### src/rtl/wdk_pkg.sv
package wdk_pkg;

  localparam logic [7:0] KEY_FIRST  = 8'h1E;
  localparam logic [7:0] KEY_SECOND = 8'hE1;

  typedef enum logic {
    KS_WAIT  = 1'b0,
    KS_ARMED = 1'b1
  } key_state_e;

endpackage

### src/rtl/wdk_keyseq.sv
module wdk_keyseq
  import wdk_pkg::*;
(
  input  logic       clk,
  input  logic       rst_n,
  input  logic       tick_i,
  input  logic       wr_en_i,
  input  logic [7:0] wr_data_i,
  output logic       svc_o,
  output logic       armed_o
);

  key_state_e state_q, state_d;
  logic       armed_q, armed_d;
  logic       svc;

  always_comb begin
    state_d = state_q;
    svc     = 1'b0;
    if (tick_i && wr_en_i) begin
      if (wr_data_i == KEY_FIRST) begin
        state_d = KS_ARMED;
      end else begin
        state_d = KS_WAIT;
        if (state_q == KS_ARMED && wr_data_i == KEY_SECOND) begin
          svc = 1'b1;
        end
      end
    end
    armed_d = armed_q | svc;
  end

  always_ff @(posedge clk or negedge rst_n) begin
    if (!rst_n) begin
      state_q <= KS_WAIT;
      armed_q <= 1'b0;
    end else if (tick_i) begin
      state_q <= state_d;
      armed_q <= armed_d;
    end
  end

  assign svc_o   = svc;
  assign armed_o = armed_q;

  AST_FIRST_KEY_LATCHED: assert property (@(posedge clk) disable iff (!rst_n)
    (tick_i && wr_en_i && wr_data_i == KEY_FIRST) |=> (state_q == KS_ARMED));
  AST_ARMED_STICKY: assert property (@(posedge clk) disable iff (!rst_n)
    armed_q |=> armed_q);
  AST_NO_ARM_IN_PDOWN: assert property (@(posedge clk) disable iff (!rst_n)
    (!tick_i && !armed_q) |=> !armed_q);

endmodule

### src/rtl/wdk_gate.sv
module wdk_gate (
  input  logic clk,
  input  logic rst_n,
  input  logic pdown_i,
  input  logic idle_i,
  input  logic wake_n_i,
  output logic tick_o,
  output logic run_o
);

  logic pd_q;
  logic hold_q, hold_d;
  logic pd_exit;

  always_comb begin
    pd_exit = pd_q & ~pdown_i;
    hold_d  = (hold_q | pd_exit) & ~wake_n_i;
  end

  always_ff @(posedge clk or negedge rst_n) begin
    if (!rst_n) begin
      pd_q   <= 1'b0;
      hold_q <= 1'b0;
    end else begin
      pd_q   <= pdown_i;
      hold_q <= hold_d;
    end
  end

  assign tick_o = ~pdown_i;
  assign run_o  = ~pdown_i & ~hold_d;

  AST_HOLD_NEEDS_LOW_WAKE: assert property (@(posedge clk) disable iff (!rst_n)
    hold_q |-> $past(!wake_n_i));
  AST_HOLD_RELEASES: assert property (@(posedge clk) disable iff (!rst_n)
    (hold_q && wake_n_i && !pdown_i) |-> run_o);
  AST_IDLE_NO_STALL: assert property (@(posedge clk) disable iff (!rst_n)
    (idle_i && !pdown_i && !hold_q && wake_n_i) |-> run_o);

endmodule

### src/rtl/wdk_counter.sv
module wdk_counter #(
  parameter int BASE_MULT  = 6,
  parameter int BASE_SHIFT = 14,
  parameter int SEL_W      = 3
) (
  input  logic             clk,
  input  logic             rst_n,
  input  logic             armed_i,
  input  logic             run_i,
  input  logic             svc_i,
  input  logic             busy_i,
  input  logic [SEL_W-1:0] sel_i,
  output logic             ovf_o
);

  localparam int NSEL  = 1 << SEL_W;
  localparam int CNT_W = $clog2(BASE_MULT + 1) + BASE_SHIFT + NSEL - 1;

  logic [CNT_W-1:0] lim_tab [NSEL];
  logic [CNT_W-1:0] lim_m1;
  logic [CNT_W-1:0] cnt_q, cnt_d;
  logic             step;
  logic             at_end;

  for (genvar g = 0; g < NSEL; g++) begin : g_lim
    assign lim_tab[g] = CNT_W'(BASE_MULT) << (BASE_SHIFT + g);
  end

  always_comb begin
    lim_m1 = lim_tab[sel_i] - CNT_W'(1);
    step   = armed_i & run_i & ~busy_i & ~svc_i;
    at_end = (cnt_q >= lim_m1);
    cnt_d  = cnt_q;
    if (svc_i) begin
      cnt_d = '0;
    end else if (step) begin
      cnt_d = at_end ? '0 : cnt_q + CNT_W'(1);
    end
  end

  always_ff @(posedge clk or negedge rst_n) begin
    if (!rst_n) begin
      cnt_q <= '0;
    end else if (svc_i || step) begin
      cnt_q <= cnt_d;
    end
  end

  assign ovf_o = step & at_end;

  AST_ZERO_WHEN_DISARMED: assert property (@(posedge clk) disable iff (!rst_n)
    !armed_i |-> (cnt_q == '0));
  AST_FROZEN_WHEN_STOPPED: assert property (@(posedge clk) disable iff (!rst_n)
    (!run_i && !svc_i) |=> $stable(cnt_q));
  AST_ZERO_DURING_PULSE: assert property (@(posedge clk) disable iff (!rst_n)
    busy_i |-> (cnt_q == '0));

endmodule

### src/rtl/wdk_pulse.sv
module wdk_pulse #(
  parameter int RST_CYCLES = 4
) (
  input  logic clk,
  input  logic rst_n,
  input  logic tick_i,
  input  logic start_i,
  output logic busy_o
);

  localparam int PW = $clog2(RST_CYCLES + 1);

  logic [PW-1:0] pls_q, pls_d;

  always_comb begin
    pls_d = pls_q;
    if (start_i) begin
      pls_d = PW'(RST_CYCLES);
    end else if (pls_q != '0) begin
      pls_d = pls_q - PW'(1);
    end
  end

  always_ff @(posedge clk or negedge rst_n) begin
    if (!rst_n) begin
      pls_q <= '0;
    end else if (tick_i) begin
      pls_q <= pls_d;
    end
  end

  assign busy_o = (pls_q != '0);

  AST_PULSE_FROZEN: assert property (@(posedge clk) disable iff (!rst_n)
    !tick_i |=> $stable(pls_q));
  AST_NO_RETRIGGER: assert property (@(posedge clk) disable iff (!rst_n)
    start_i |-> (pls_q == '0));

endmodule

### src/rtl/keyed_watchdog.sv
module keyed_watchdog #(
  parameter int BASE_MULT  = 6,
  parameter int BASE_SHIFT = 14,
  parameter int RST_CYCLES = 4
) (
  input  logic       clk,
  input  logic       rst_n,
  input  logic       wr_en,
  input  logic [7:0] wr_data,
  input  logic [2:0] tsel,
  input  logic       idle_i,
  input  logic       pdown_i,
  input  logic       wake_irq_n,
  output logic       wdt_rst_o
);

  localparam int SEL_W = 3;

  logic [1:0] rst_sync_q;
  logic       rst_n_int;
  logic       tick, run, svc, armed, ovf, busy;

  always_ff @(posedge clk or negedge rst_n) begin
    if (!rst_n) begin
      rst_sync_q <= 2'b00;
    end else begin
      rst_sync_q <= {rst_sync_q[0], 1'b1};
    end
  end
  assign rst_n_int = rst_sync_q[1];

  wdk_gate u_gate (
    .clk      (clk),
    .rst_n    (rst_n_int),
    .pdown_i  (pdown_i),
    .idle_i   (idle_i),
    .wake_n_i (wake_irq_n),
    .tick_o   (tick),
    .run_o    (run)
  );

  wdk_keyseq u_keys (
    .clk       (clk),
    .rst_n     (rst_n_int),
    .tick_i    (tick),
    .wr_en_i   (wr_en),
    .wr_data_i (wr_data),
    .svc_o     (svc),
    .armed_o   (armed)
  );

  wdk_counter #(
    .BASE_MULT  (BASE_MULT),
    .BASE_SHIFT (BASE_SHIFT),
    .SEL_W      (SEL_W)
  ) u_cnt (
    .clk     (clk),
    .rst_n   (rst_n_int),
    .armed_i (armed),
    .run_i   (run),
    .svc_i   (svc),
    .busy_i  (busy),
    .sel_i   (tsel),
    .ovf_o   (ovf)
  );

  wdk_pulse #(
    .RST_CYCLES (RST_CYCLES)
  ) u_pulse (
    .clk     (clk),
    .rst_n   (rst_n_int),
    .tick_i  (tick),
    .start_i (ovf),
    .busy_o  (busy)
  );

  assign wdt_rst_o = busy;

  AST_RST_NEEDS_ARM: assert property (@(posedge clk) disable iff (!rst_n_int)
    wdt_rst_o |-> armed);

endmodule

### config.mk
export PLATFORM = sky130hd
export DESIGN_NAME = keyed_watchdog
export DESIGN_NICKNAME = d
export VERILOG_FILES = /design/src/rtl/wdk_pkg.sv /design/src/rtl/wdk_keyseq.sv /design/src/rtl/wdk_gate.sv /design/src/rtl/wdk_counter.sv /design/src/rtl/wdk_pulse.sv /design/src/rtl/keyed_watchdog.sv
export SDC_FILE = /design/constraint.sdc
export NUM_CORES = 1
export LEC_CHECK = 0
export BUFFER_PORTS_ARGS = -buffer_cell sky130_fd_sc_hd__buf_4
export CORE_MARGIN = 5
export CORE_UTILIZATION = 35
export DETAILED_ROUTE_END_ITERATION = 12
export SLEW_MARGIN = 20
export SYNTH_ARGS = -nofsm -noshare
export SYNTH_HDL_FRONTEND = slang
export SYNTH_HIERARCHICAL = 1
export SYNTH_SLANG_ARGS = --single-unit
### constraint.sdc
create_clock -name clk -period 1.1 [get_ports clk]
set_input_delay 0.055 -clock clk [delete_from_list [all_inputs] [get_ports clk]]
set_output_delay 0.055 -clock clk [all_outputs]
set_load 0.01 [all_outputs]
# Word level (Yosys, flattened, before mapping)
# Memories as Yosys holds them, arrays and structs flattened.
# Index checks and enable logic that the tools add are counted.
# word_totals
ff_bits	33
mem_bits_ro	192
output_inout_bits	1
wordCells	50
mem_count	1
# mem_list
memory	depth	word_bits	rd	rd_clocked_by_memory_dff	wr	line	source
(name not given)	8	24	1	0	0	wdk_counter.sv:30	lim_m1 = lim_tab[sel_i] - CNT_W'(1);
# classes
addsub	3
n_lt_le_gt_ge	2
eq_ne	2
muxes	11
n_bitwise	15
reduce_logical	9
# op_table
cell	n
24-bit 2-to-1 mux	5
24-bit by 1-bit adder with 24-bit output (second input constant)	1
24-bit >= comparator	1
24-bit by 1-bit subtractor with 24-bit output (second input constant)	1
8-bit by 5-bit == test with 1-bit output (second input constant)	1
8-bit == test (second input constant)	1
1-bit bitwise AND	7
3-bit 2-to-1 mux	2
2-bit AND reduction	3
1-bit NOT	5
4-bit >= comparator (second input constant)	1
1-bit 2-to-1 mux	4
3-bit NOT with 4-bit output	1
2-bit nonzero test	2
3-bit nonzero test	1
3-bit by 1-bit subtractor with 3-bit output (second input constant)	1
1-bit logical AND	2
1-bit OR	2
1-bit logical OR	1

# Longest topological paths before layout
# depth
ltp_word	12
mapped_depth	17
depth_no_buf	15

# Hierarchy
# Netlist, hierarchy kept.
# by_module_without_submodules
mod	instances	cells_each	area_each_um2	seq_area_each_um2
wdk_counter	1	205	1749.2	600.6
wdk_pulse	1	17	186.4	75.1
wdk_keyseq	1	12	137.6	50.0
wdk_gate	1	8	83.8	50.0
keyed_watchdog	1	3	53.8	50.0

# Worst setup path after synthesis
# OpenSTA, ideal clock, no wires.
# synth_timing
kind	input -> register
start	in tsel[1]
end	reg u_cnt.cnt_q[14]
setup_ns	0.116
t_arrival_ns	2.654
required_ns	0.984
setup_slack_ns	-1.670
path_stages	15
path_buffers	2
cell_sequence	clkbuf_1 inv_1 ha_1 nand2_1 ha_1 nand3b_1 xnor2_1 a32oi_1 ha_1 nand2_1 nor2_1 a211oi_1 o211ai_2 buf_2 o311ai_0
# synth_via
elab_chain_cells	9
# synth_lines
element	line	source
start, declared	keyed_watchdog.sv:10	input logic [2:0] tsel,
3-bit NOT with 4-bit output (implied by the code)	wdk_counter.sv:30	
memory read 8 x 24 bit	-	
24-bit 2-to-1 mux (implied by the code) (2 in series)	wdk_counter.sv:30	
24-bit by 1-bit subtractor with 24-bit output	wdk_counter.sv:30	
24-bit >= comparator	wdk_counter.sv:32	at_end = (cnt_q >= lim_m1);
24-bit 2-to-1 mux	wdk_counter.sv:37	cnt_d = at_end ? '0 : cnt_q + CNT_W'(1);
24-bit 2-to-1 mux	wdk_counter.sv:36	end else if (step) begin
24-bit 2-to-1 mux	wdk_counter.sv:34	if (svc_i) begin
end signal, assigned	wdk_counter.sv:45	cnt_q <= cnt_d;
end, declared	wdk_counter.sv:21	logic [CNT_W-1:0] cnt_q, cnt_d;
# No other way between the ends. The select of a mux whose other input is x is not followed.
# A chain may end at the register's enable or synchronous reset.

# Worst setup path after layout
# layout_timing
start	in tsel[0]
end	reg u_cnt.cnt_q[5]
# The elaborated chain is that of the path after synthesis.

==> impl_results.md <==
* DR WL/cell at 14.58 um
* Cell Area, Synth at around 2200 um^2
* DRC at 0
* FF+latch area at 825.8 um^2
* Largest net degree at the start of global routing at 32
* First-pass GRT wire length at approximately 9600 um
* Sequential fraction of the synthesis area at a little under two fifths
* Placed cells at around 400
* Commonest register cell after synthesis: dfrtp_1
* Syn Area/Cell at 9.024 um^2
* Commonest non-fill, non-tap cells in the layout: buf_4, dfrtp_1, nand2_1
* DRT antenna net count at 0
* RSZ-0062 raised after global routing: yes
* Final period util at 213.0%
* Flops & latches, synth at 33
* Routing usage on met3 at between 2 and 2.5%
* Grt met2 use at a little over a quarter
* Levels on crit path at 16
* Slew Limit Fails at 0
* Synthesized net count at between 200 and 300
* Critical Path Sink Type: flop
* Reg2Reg Depth at 9
* Most used cell, CP: ha_4
* # IOs at 18
* Clk buf depth at 2
* Row Count at 29
* CTS root buf: clkbuf_8
* R2R Setup Slk at -1.17 ns
* Reg clk slew, reported paths at 0.07 ns
* Nets at roughly 370
* Status: finished, violations left
* CTS Buf Count at 5
* Vias in the first global route at 2114
* Share of cells above drive strength 1 at 43.66%
* Die ar. at 8007 um^2
* Port-buffer cells at 16
* Final hold violation count at 0
* Total track usage at 15.34%
* Die Y at 89.48 um
* Worst hold stages at 3
* Worst vdd rail ir drop at 0.8423 mV
* Fill count at between 500 and 600
* Diode count at 0
* GP Congestion at 0.7734
* CP max stage cell: ha_1
* Crit start category: input pin
* Final cell count without fillers at between 400 and 500
* Cells after Synth at roughly 250
* Clock Sinks at 33
* Crit Path Max Fanout at 7
* CTS tree: done
* Initial Utilization at a little over a third
* Die Wd at 89.48 um
* Period minus WS final at 2.343 ns
* Global route hottest layer: met2
* Failing checks: setup timing
* Skew final at 0.01007 ns
* Grt ovf at 0
* # setup viols final at 28
* Area delta synth->final at 57.10%
* WL final at 6065 um
* Via count at 2174
* # H-tree levels at 2
* Synth unique cells at 54
* TritonRoute pass-1 iters at 6
* Drt via density at roughly 5.2
* Met1 Usage GRT at 19.09%
* CP bufs+invs at 4
* Initial antenna violation count at 0
* Most common cell after layout, fill and taps aside: buf_4
* Worst-margin pin slew at ~0.59 ns
* TNS Setup at -30.77 ns
* Crit path cell chain: buf_6 -> inv_4 -> ha_4 -> nand2_4 -> ha_4 -> nand3b_1 -> xnor2_2 -> a32oi_2 -> ha_1 -> buf_4 -> nand4_1 -> a21o_1 -> o211ai_2 -> clkbuf_16 -> nor3b_1 -> a221o_1
* Post-DP HPWL at 3946 um
* Pwr Total at about 4.5 mW
* Final WS setup at -1.243 ns
* EDFF count, synth at 0
* Multi-input logic area at between 1500 and 2000 um^2
* Hold Crit Class: in -> reg
* Worst-skew pair later-pin latency at 0.28 ns
* Share of flip-flops with an asynchronous set or reset at 100.0%
* Crit path max-delay family: compound AO/OA/AOI/OAI gates
* DR iter-0 viols at 75
* Cell area power density at 1297 nW/um^2
* Slew margin rel. at 60.43%
* Synth Warn # at 6
* CP Data Arrival Time at 2.51 ns
* Core area at 6241 um^2
* Crit path kind: in -> reg
* Max Cap Violations at 0
* P_leak at 1.542 nW
* FMAX at 426.8 MHz
* Largest stage delay, worst path at 0.31 ns
* Worst endpoint required time at 1.27 ns
tightest hold or removal path, cell delays in order:
cell and delay (ns):
buf_4 0.09, buf_4 0.09, a21oi_2 0.02
metal layers:
layer  vias to the layer above  routed length, um
met3                         7                201
met2                        32               3095
met5                         -                  0
li1                       1091                  -
met4                         0                 85
met1                      1044               2683
where the power goes:
part / switching, mW / internal (mW) / leakage, nW / total, mW
Clock: 0.433 / 0.497 / 0.0443 / 0.930
Combinational: 0.947 / 1.14 / 1.06 / 2.08
Sequential: 0.105 / 1.39 / 0.438 / 1.49
Total: 1.49 / 3.02 / 1.54 / 4.51
state kept, by name (all words and copies together) (netlist names):
name / count
u_cnt/cnt_q: 24
u_pulse/pls_q: 3
rst_sync_q: 2
u_gate/hold_q: 1
u_gate/pd_q: 1
u_keys/armed_o: 1
u_keys/state_q: 1
Yosys cell counts, types with 2 or more instances:
| library cell | instances | share of area (%) |
|---|---|---|
| nand4b_1 | 2 | 0.79 |
| nand4_1 | 8 | 2.3 |
| a221o_1 | 2 | 0.91 |
| nand2b_1 | 3 | 0.85 |
| or3_1 | 9 | 2.5 |
| xor2_1 | 2 | 0.79 |
| nor4_1 | 2 | 0.57 |
| mux2i_1 | 3 | 1.4 |
| o311ai_1 | 6 | 2.4 |
| nor2_1 | 16 | 2.7 |
| nand3b_1 | 3 | 1.0 |
| a211oi_1 | 2 | 0.68 |
| ha_1 | 17 | 9.6 |
| nor3_1 | 4 | 0.91 |
| o21a_1 | 2 | 0.68 |
| clkbuf_1 | 4 | 0.68 |
| o21ai_0 | 11 | 2.5 |
| buf_6 | 3 | 1.5 |
| nand3_1 | 24 | 5.4 |
| xnor2_1 | 2 | 0.79 |
| o311ai_0 | 3 | 1.2 |
| dfrtp_1 | 33 | 37 |
| a21oi_1 | 11 | 2.5 |
| inv_1 | 16 | 2.7 |
| nand2_1 | 28 | 4.8 |
area by class of cell:
type / instances / area share [%]
well taps: 77 / 2.774
inverters: 16 / 1.945
multi-input cells: 188 / 44.38
repair buffers: 95 / 24.64
flip-flops and latches: 33 / 23.78
clock buffers: 7 / 2.486
through the flow:
| stage | instance area, um^2 | worst slack, ns | utilization, % | hold slack [ns] |
|---|---|---|---|---|
| final | 3473 | -1.243 | 55.65 | 0.01592 |
| after detailed placement | 2969 | -1.544 | 47.57 | -0.1604 |
| after global placement | 2969 | -1.454 | 47.57 | -0.1615 |
| after floorplan | 2296 | -1.225 | - | -0.2406 |
| after global routing | 3473 | -1.362 | 55.65 | 0.008712 |
| after CTS | 3223 | -1.186 | 51.64 | 0.009837 |
cell families after synthesis:
| logic type | Yosys count | synth area share (%) |
|---|---|---|
| adder cells (fa/ha/maj) | 17 | 9.621 |
| flip-flops | 33 | 37.35 |
| XOR/XNOR | 4 | 1.585 |
| other | 1 | 0.1696 |
| buffers and inverters | 24 | 5.150 |
| multiplexers | 3 | 1.358 |
| AND/OR/NAND/NOR | 112 | 27.96 |
| AO/OA/AOI/OAI | 51 | 16.81 |
final timing paths:
check	startpoint	endpoint
max	tsel[0]	u_cnt/cnt_q[5]
min	wake_irq_n	u_gate/hold_q
max reg2reg	u_cnt/cnt_q[17]	u_cnt/cnt_q[2]
min reg2reg	rst_sync_q[1]	u_keys/state_q
max in group asynchronous	rst_sync_q[1]	u_cnt/cnt_q[2]
min in group asynchronous	rst_n	rst_sync_q[0]
what timing repair did:
item,4_1_cts,5_1_grt
setup buffers,4,4
hold buffers,2,0
gates resized for setup,22,26
hold endpoints to repair,3,0
pin swaps,5,10
cloned,1,3
setup endpoints to repair,28,28
Note: power is estimated with default switching activity, not from simulation.
